--- src/rtl/audrx_pkg.sv ---
package audrx_pkg;

    localparam int WORD_W  = 24;
    localparam int SHORT_W = 16;

    typedef enum logic [1:0] {
        FMT_I2S  = 2'b00,
        FMT_LEFT = 2'b01,
        FMT_RJ16 = 2'b10,
        FMT_RJ24 = 2'b11
    } fmt_e;

    typedef struct packed {
        fmt_e fmt;
        logic mono;
        logic pick_right;
        logic slow;
        logic bypass;
    } mode_t;

    typedef struct packed {
        logic tick;
        logic din;
        logic ws;
    } bit_ev_t;

    function automatic mode_t decode_mode(input logic mono, input logic chsel,
                                          input logic [1:0] fmt);
        mode_t m;
        m.fmt        = fmt_e'(fmt);
        m.mono       = mono;
        m.bypass     = !mono && chsel && (fmt == 2'b11);
        m.pick_right = mono && chsel;
        m.slow       = !mono && chsel && !m.bypass;
        return m;
    endfunction

endpackage

--- src/rtl/audrx_bitedge.sv ---
module audrx_bitedge
    import audrx_pkg::*;
(
    input  logic    clk,
    input  logic    rst,
    input  logic    bclk_i,
    input  logic    wclk_i,
    input  logic    sdata_i,
    output bit_ev_t ev
);
    logic bclk_q, bclk_d, wclk_q, sd_q;

    always_ff @(posedge clk) begin
        if (rst) begin
            bclk_q <= 1'b0;
            bclk_d <= 1'b0;
            wclk_q <= 1'b0;
            sd_q   <= 1'b0;
        end else begin
            bclk_q <= bclk_i;
            bclk_d <= bclk_q;
            wclk_q <= wclk_i;
            sd_q   <= sdata_i;
        end
    end

    assign ev.tick = bclk_q && !bclk_d;
    assign ev.din  = sd_q;
    assign ev.ws   = wclk_q;

    assert_tick_spaced_R1: assert property (@(posedge clk) disable iff (rst)
        ev.tick |=> !ev.tick);
endmodule

--- src/rtl/audrx_frame.sv ---
module audrx_frame
    import audrx_pkg::*;
#(
    parameter int W  = WORD_W,
    parameter int SW = SHORT_W
) (
    input  logic         clk,
    input  logic         rst,
    input  bit_ev_t      ev,
    input  mode_t        mode,
    output logic         word_stb,
    output logic         word_ch,
    output logic [W-1:0] word
);
    localparam int CNT_W = $clog2(2 * W);
    localparam logic [CNT_W-1:0] CNT_MAX  = '1;
    localparam logic [CNT_W-1:0] LAST_LJ  = CNT_W'(W - 1);
    localparam logic [CNT_W-1:0] LAST_I2S = CNT_W'(W);

    logic [W-1:0]     sr, sr_next, cap_word;
    logic [CNT_W-1:0] idx, cur_idx;
    logic             ws_last, primed, seen, ch_right;
    logic             edge_ws, lead_right, cap, cap_ch;

    assign sr_next    = {sr[W-2:0], ev.din};
    assign edge_ws    = primed && (ev.ws != ws_last);
    assign lead_right = (mode.fmt == FMT_I2S) ? ev.ws : !ev.ws;

    always_comb begin
        if (edge_ws)             cur_idx = '0;
        else if (idx == CNT_MAX) cur_idx = idx;
        else                     cur_idx = idx + 1'b1;
    end

    always_comb begin
        cap      = 1'b0;
        cap_ch   = ch_right;
        cap_word = sr_next;
        if (mode.bypass) begin
            cap      = edge_ws && seen && ws_last && !ev.ws;
            cap_ch   = 1'b0;
            cap_word = sr;
        end else begin
            unique case (mode.fmt)
                FMT_I2S:  cap = (cur_idx == LAST_I2S);
                FMT_LEFT: cap = (cur_idx == LAST_LJ);
                FMT_RJ24: begin
                    cap      = edge_ws && seen;
                    cap_ch   = !ws_last;
                    cap_word = sr;
                end
                FMT_RJ16: begin
                    cap      = edge_ws && seen;
                    cap_ch   = !ws_last;
                    cap_word = {{(W - SW){sr[SW-1]}}, sr[SW-1:0]};
                end
                default: cap = 1'b0;
            endcase
        end
    end

    always_ff @(posedge clk) begin
        if (rst) begin
            sr       <= '0;
            idx      <= CNT_MAX;
            ws_last  <= 1'b0;
            primed   <= 1'b0;
            seen     <= 1'b0;
            ch_right <= 1'b0;
            word_stb <= 1'b0;
            word_ch  <= 1'b0;
            word     <= '0;
        end else begin
            word_stb <= 1'b0;
            if (ev.tick) begin
                sr      <= sr_next;
                ws_last <= ev.ws;
                primed  <= 1'b1;
                idx     <= cur_idx;
                if (edge_ws) begin
                    seen     <= 1'b1;
                    ch_right <= lead_right;
                end
                if (cap) begin
                    word_stb <= 1'b1;
                    word_ch  <= cap_ch;
                    word     <= cap_word;
                end
            end
        end
    end

    assert_word_after_boundary_R10: assert property (@(posedge clk) disable iff (rst)
        word_stb |-> seen);

    assert_bypass_left_R9: assert property (@(posedge clk) disable iff (rst)
        (word_stb && mode.bypass) |-> !word_ch);
endmodule

--- src/rtl/audrx_pair.sv ---
module audrx_pair
    import audrx_pkg::*;
#(
    parameter int W = WORD_W
) (
    input  logic         clk,
    input  logic         rst,
    input  mode_t        mode,
    input  logic         word_stb,
    input  logic         word_ch,
    input  logic [W-1:0] word,
    output logic [W-1:0] left_o,
    output logic [W-1:0] right_o,
    output logic         valid_o
);
    logic [W-1:0] held;
    logic         have_left;

    always_ff @(posedge clk) begin
        if (rst) begin
            held      <= '0;
            have_left <= 1'b0;
            left_o    <= '0;
            right_o   <= '0;
            valid_o   <= 1'b0;
        end else begin
            valid_o <= 1'b0;
            if (word_stb) begin
                if (mode.bypass) begin
                    left_o  <= word;
                    right_o <= word;
                    valid_o <= 1'b1;
                end else if (mode.mono) begin
                    if (word_ch == mode.pick_right) begin
                        left_o  <= word;
                        right_o <= word;
                        valid_o <= 1'b1;
                    end
                end else if (!word_ch) begin
                    held      <= word;
                    have_left <= 1'b1;
                end else if (have_left) begin
                    left_o    <= held;
                    right_o   <= word;
                    valid_o   <= 1'b1;
                    have_left <= 1'b0;
                end
            end
        end
    end

    assert_single_pulse_R10: assert property (@(posedge clk) disable iff (rst)
        valid_o |=> !valid_o);

    assert_mono_copy_R8: assert property (@(posedge clk) disable iff (rst)
        (valid_o && (mode.mono || mode.bypass)) |-> (left_o == right_o));
endmodule

--- src/rtl/audio_serial_rx.sv ---
module audio_serial_rx
    import audrx_pkg::*;
(
    input  logic              clk,
    input  logic              rst,
    input  logic              bclk_i,
    input  logic              wclk_i,
    input  logic              sdata_i,
    input  logic              cfg_mono_i,
    input  logic              cfg_chsel_i,
    input  logic [1:0]        cfg_fmt_i,
    output logic [WORD_W-1:0] left_o,
    output logic [WORD_W-1:0] right_o,
    output logic              valid_o,
    output logic              slow_rolloff_o,
    output logic              bypass_o
);
    mode_t             mode;
    bit_ev_t           ev;
    logic              word_stb, word_ch;
    logic [WORD_W-1:0] word;

    assign mode           = decode_mode(cfg_mono_i, cfg_chsel_i, cfg_fmt_i);
    assign slow_rolloff_o = mode.slow;
    assign bypass_o       = mode.bypass;

    audrx_bitedge u_edge (
        .clk     (clk),
        .rst     (rst),
        .bclk_i  (bclk_i),
        .wclk_i  (wclk_i),
        .sdata_i (sdata_i),
        .ev      (ev)
    );

    audrx_frame #(.W(WORD_W), .SW(SHORT_W)) u_frame (
        .clk      (clk),
        .rst      (rst),
        .ev       (ev),
        .mode     (mode),
        .word_stb (word_stb),
        .word_ch  (word_ch),
        .word     (word)
    );

    audrx_pair #(.W(WORD_W)) u_pair (
        .clk      (clk),
        .rst      (rst),
        .mode     (mode),
        .word_stb (word_stb),
        .word_ch  (word_ch),
        .word     (word),
        .left_o   (left_o),
        .right_o  (right_o),
        .valid_o  (valid_o)
    );

    assert_bypass_sharp_R9: assert property (@(posedge clk) disable iff (rst)
        bypass_o |-> !slow_rolloff_o);

    assert_mono_sharp_R7: assert property (@(posedge clk) disable iff (rst)
        cfg_mono_i |-> !slow_rolloff_o);

    assert_sign_ext_R5: assert property (@(posedge clk) disable iff (rst)
        (valid_o && cfg_fmt_i == 2'b10) |->
        (($countones(left_o[WORD_W-1:SHORT_W-1]) == 0) ||
         ($countones(left_o[WORD_W-1:SHORT_W-1]) == WORD_W - SHORT_W + 1)));
endmodule

--- config.mk ---
export PLATFORM = sky130hd
export DESIGN_NAME = audio_serial_rx
export DESIGN_NICKNAME = d
export VERILOG_FILES = /design/src/rtl/audrx_pkg.sv /design/src/rtl/audrx_bitedge.sv /design/src/rtl/audrx_frame.sv /design/src/rtl/audrx_pair.sv /design/src/rtl/audio_serial_rx.sv
export SDC_FILE = /design/constraint.sdc
export NUM_CORES = 1
export LEC_CHECK = 0
export BUFFER_PORTS_ARGS = -buffer_cell sky130_fd_sc_hd__buf_2
export CAP_MARGIN = 10
export CORE_MARGIN = 5
export CORE_UTILIZATION = 45
export CTS_BUF_LIST = sky130_fd_sc_hd__clkbuf_2 sky130_fd_sc_hd__clkbuf_4 sky130_fd_sc_hd__clkbuf_8
export DETAILED_ROUTE_END_ITERATION = 8
export GPL_ROUTABILITY_DRIVEN = 0
export PLACE_DENSITY = 0.7
export REMOVE_ABC_BUFFERS = 1
export SLEW_MARGIN = 0
export SYNTH_ARGS = -nofsm -noshare
export SYNTH_HDL_FRONTEND = slang
export SYNTH_SLANG_ARGS = --single-unit
--- constraint.sdc ---
create_clock -name clk -period 6.2 [get_ports clk]
set_input_delay 0.31 -clock clk [delete_from_list [all_inputs] [get_ports clk]]
set_output_delay 0.31 -clock clk [all_outputs]
set_load 0.03 [all_outputs]
Word level (Yosys, flattened, before mapping). Cells that the tools add are included.

Logic and storage cells: 83. Register bits after elaboration: 138. Input bits: 9.

Bitwise logic cells: 5. $add $sub $neg: 1. Eq/ne operators: 9. Mux-type cells: 25. Reductions and logical operators: 25.

Operators with widths (count): 24-bit two-way mux (10); 24-bit case mux with 2 select lines (1); 6-bit by 5-bit equality test with 1-bit output, second input constant (2); 6-bit two-way mux (2); 1-bit two-way mux (11); 1-bit logical AND (9); 4-bit AND reduction (2); 6-bit by 1-bit adder with 6-bit output, second input constant (1); 6-bit equality test, second input constant (1); 3-bit nonzero test (2); 2-bit OR reduction (3); 1-bit zero test (5); 1-bit inverter (5); 2-bit equality test, second input constant (2); 2-bit AND reduction (2); 3-bit by 1-bit inequality test with 1-bit output, second input constant (1); 1-bit case mux with 3 select lines (1); 3-bit AND reduction (1); 2-bit by 1-bit equality test with 1-bit output, second input constant (1); 2-bit zero test (1); 1-bit equality test (1); 1-bit inequality test (1).

Depth between registers and ports, before layout.
Depth in word-level cells: 7. Mapped depth: 10.

By module. Synthesis repeated with hierarchy kept, for this count alone.

Cell total of the unflattened synthesis: 831. Area total of the unflattened synthesis: 7044.3 um^2.

Modules (own cells, without submodules): audrx_pair (cells each 383, area an instance 3470.8 um^2, instances 1); audrx_frame (cells each 432, area an instance 3409.5 um^2, instances 1); audrx_bitedge (cells each 11, area an instance 126.4 um^2, instances 1); audio_serial_rx (cells each 5, area an instance 37.5 um^2, instances 1).

Worst setup path after synthesis. Ideal clock, no wire load.

Path type: flip-flop to flip-flop. Start point: reg u_frame.idx[1]. End point: reg u_frame.word[23]. Arrival: 2.325 ns. Setup slack: 3.779 ns. Path buffers: 2. Period minus slack after synthesis: 2.421 ns. Required time: 6.104 ns. Cell stages (with the launch flop): 10. Cells stage by stage: dfxtp_1 -> ha_1 -> buf_4 -> nand3_4 -> or4_4 -> a31oi_4 -> a32oi_4 -> buf_6 -> or4_1 -> o311ai_1.

Word-level cells in the longest chain between the ends: 7. Elaborated cells on any way between the ends: 9.

RTL lines: start: declaration (RTL line audrx_frame.sv:21) `logic [CNT_W-1:0] idx, cur_idx;`; start signal: assignment (RTL line audrx_frame.sv:79) `idx <= cur_idx;`; 6-bit by 1-bit adder with 6-bit output or 6-bit equality test (tied branches) (RTL line audrx_frame.sv:32, audrx_frame.sv:31); 6-bit two-way mux * (RTL line audrx_frame.sv:31) `else if (idx == CNT_MAX) cur_idx = idx;`; 6-bit two-way mux * (RTL line audrx_frame.sv:30) `if (edge_ws) cur_idx = '0;`; 6-bit by 5-bit equality test with 1-bit output (on tied branches) (RTL line audrx_frame.sv:46, audrx_frame.sv:45); 1-bit case mux with 3 select lines * (RTL line audrx_frame.sv:44) `unique case (mode.fmt)`; 1-bit two-way mux * (RTL line audrx_frame.sv:39) `if (mode.bypass) begin`; 2-bit AND reduction (no source line) *; end signal: assignment (RTL line audrx_frame.sv:87) `word <= cap_word;`; end: declaration (RTL line audrx_frame.sv:13) `output logic [W-1:0] word`.

Every way passes the cells marked *; elsewhere a longest branch is shown, timed or not. A chain may end at the register's enable or synchronous reset.

Final worst setup path.
Start point: in cfg_fmt_i[1]. End point: reg u_frame.word[3].

Word-level cells in the longest chain between the ends: 5. Elaborated cells on any way between the ends: 11.

RTL lines: start: declaration (RTL line audio_serial_rx.sv:11) `input logic [1:0] cfg_fmt_i,`; 2-bit equality test (on tied branches) (RTL line audrx_pkg.sv:32, audrx_frame.sv:44); 2-bit OR reduction (no source line); 1-bit case mux with 3 select lines (RTL line audrx_frame.sv:44); 1-bit two-way mux (RTL line audrx_frame.sv:39); 2-bit AND reduction (no source line).

Parallel ways exist; a longest one is shown, timed or not.

==> flow_summary.toml <==
[status]
status = "finished, final reports clean"

[pwr]
swShare_pct = 24.42
vdd_drop_max_uv = 111.2
pwr-share-clk_pct = 41.4
p_leak_uw = 0.002310
p_int_uw = 1297
p_sw_uw = 419.2
p_seq_share_pct = 52.4
cellPowerDensity_mw_per_mm2 = 259.7
power.total_uw = 1716
pwr-share-comb_pct = 6.3

[drt]
initialDrtViolationCount = 355
ant_nets = 0
wl_um = 13240
wl_per_cell_um = 14.21
drt_first_pass_iters = 5
drc_errors = 0
vias_per_cell = 5.425
num_vias = 5056

[clocking]
hold_buffers = 0
htree_levels = 4
cts_setup_buffers = 0
cts-buffers-inserted = 17
clk_pin_slew_ns = 0.08
clk_latency_ns = 0.44
cts_resized = 0
clockBufferDepth = 2
cts_root_buffer = "clkbuf_8"
cts_tree = "done"
cts_sinks = 138

[run]
drv_cap = 0

[finish]
layout_commonest_cell = "nand2_1"
antenna_cells = 0
synthToLayoutAreaGrowth_pct = 11.86
instances_no_fill = 932
drive_gt1_share_pct = 14.74
final_nets = 758
most-common-layout-cells = "190 x nand2_1, 138 x dfxtp_1, 82 x a21oi_1"

[sta]
maxSlewViolCount = 0
fin_crit_sh_pct = 53.19
tns_ns = 0
clock_skew_ns = 0.009976
worstMarginPinSlew_ns = 1.089
clock.fmax_ghz = 0.3032
min_period_ns = 3.298
rsz0062_at_grt = "no"
slew_headroom_pct = 27.32
hold_violations = 0
setup_viol_count_final = 0

[synth]
synth_cells = 727
synthDistinctLibCells = 52
avgSynthCellArea_um2 = 8.127
yosysWarnings = 0
ys_ff_latch = 138
async_flop_share_pct = 0
syn_area_mm2 = 0.005908
yosysSeqAreaShare_pct = 46.76
synth_edf_count = 0
synth_ff_type = "dfxtp_1"

[worst_setup_path]
crit_type = "input port to register"
critPathRequiredTime_ns = 6.53
start_kind = "input port"
crit_path_cell_trace = "buf_2 -> and4b_1 -> mux2_2 -> and4_1 -> nor2_2 -> nor3_1 -> a22o_1"
cp_max_fo = 38
cpMaxStageDelayCell = "and4b_1"
reg2regPathDepth = 7
setup.worst_path.end_class = "register"
max_stage_delay_ns = 1.05
r2r_setup_slack_ns = 3.23
crit_arrival_ns = 3.63

[die]
die_area_mm2 = 0.01552
dieWidth_um = 124.6
dieHeight_um = 124.6
core_area_mm2 = 0.01272
ios = 60
start_util_pct = 46.44
num_rows = 41

[grt]
grt.overflow.total = 0
grt_util_all_layers_pct = 17.31
grt_max_degree = 84
grt_pass1_wl_um = 22760
antenna_found_initial = 0
grt_pass1_vias = 4712

[worst_hold_path]
min_path_type = "input port to register"
hold_depth = 2

[place]
io_buffers = 59
dp_hpwl_um = 8731
dp_cells = 901
## synthesized netlist by cell type, types with 9 or more instances
library cell | instances | area [um^2]
nor3_1 | 18 | 90.09
clkbuf_1 | 52 | 195.2
a22o_1 | 17 | 148.9
mux2i_1 | 20 | 200.2
nand3_1 | 9 | 45.04
dfxtp_1 | 138 | 2763
o21ai_0 | 45 | 225.2
nor3b_1 | 9 | 67.56
nor2_1 | 39 | 146.4
a21oi_1 | 82 | 410.4
a311oi_1 | 25 | 219.0
nand2_1 | 190 | 713.2
## routing by layer
layer	routed length, um	GRT usage, %	vias to the layer above
met5	0	0	-
met4	273	7.608	0
met3	639	4.545	25
met2	6135	26.88	109
met1	6196	22.65	2337
li1	-	-	2585
## logic make-up after synthesis
family | count (synthesis) | share of synthesized area [%]
and+or+nand+nor | 300 | 22.36
DFF | 138 | 46.76
adders and majority gates | 1 | 0.2117
buffers and inverters | 67 | 4.786
AOI/OAI and AO/OA | 196 | 21.66
xor gates and xnor gates | 3 | 0.4448
muxes | 22 | 3.770
## worst max-delay path: cells and delay by family
kind / cells / cell delay (ns)
buf+inv: 1 / 0.59
compound gates: 1 / 0.23
simple gates: 4 / 2.05
mux: 1 / 0.43
## per-stage QoR
stage               hold WS (ns)  utilization [%]  cell area [um^2]  setup WS, ns
floorplan                 0.3791                -              5633         3.244
global placement          0.4403            48.92              6223         2.591
detailed placement        0.4451            48.92              6223         2.442
CTS                      0.05572            51.95              6609         2.946
global route             0.06374            51.95              6609         2.636
finish                   0.07873            51.95              6609         2.902
## flip-flops by register name (all words and copies together) (netlist names), 6 cells and up
signal	cells
u_pair.right_o	24
u_pair.held	24
u_frame.sr	24
u_frame.idx	6
u_pair.left_o	24
u_frame.word	24
## final cells by class
class,count,area (um^2)
repair buffers,67,357.8
flip-flops and latches,138,2763
multi-input cells,522,2880
clock inverters,11,122.6
well taps,172,215.2
inverters,2,7.507
clock buffers,20,262.8
fillers,1249,6113
## power groups by stage
stage	Combinational (uW)	Clock, uW	Sequential, uW
5_1_grt	120	769	899
2_1_floorplan	64.4	0	917
3_5_place_dp	107	0	919
3_3_place_gp	104	0	918
6_report	108	710	899
4_1_cts	108	727	898
## final timing paths
| check | from | end |
|---|---|---|
| hold / removal | bclk_i | u_edge.bclk_q |
| hold reg to reg | u_pair.right_o[16] | u_pair.right_o[16] |
| setup / recovery | cfg_fmt_i[1] | u_frame.word[3] |
| setup reg to reg | u_frame.idx[0] | u_frame.word[4] |
No activity file was read; power rests on OpenSTA's default activity.
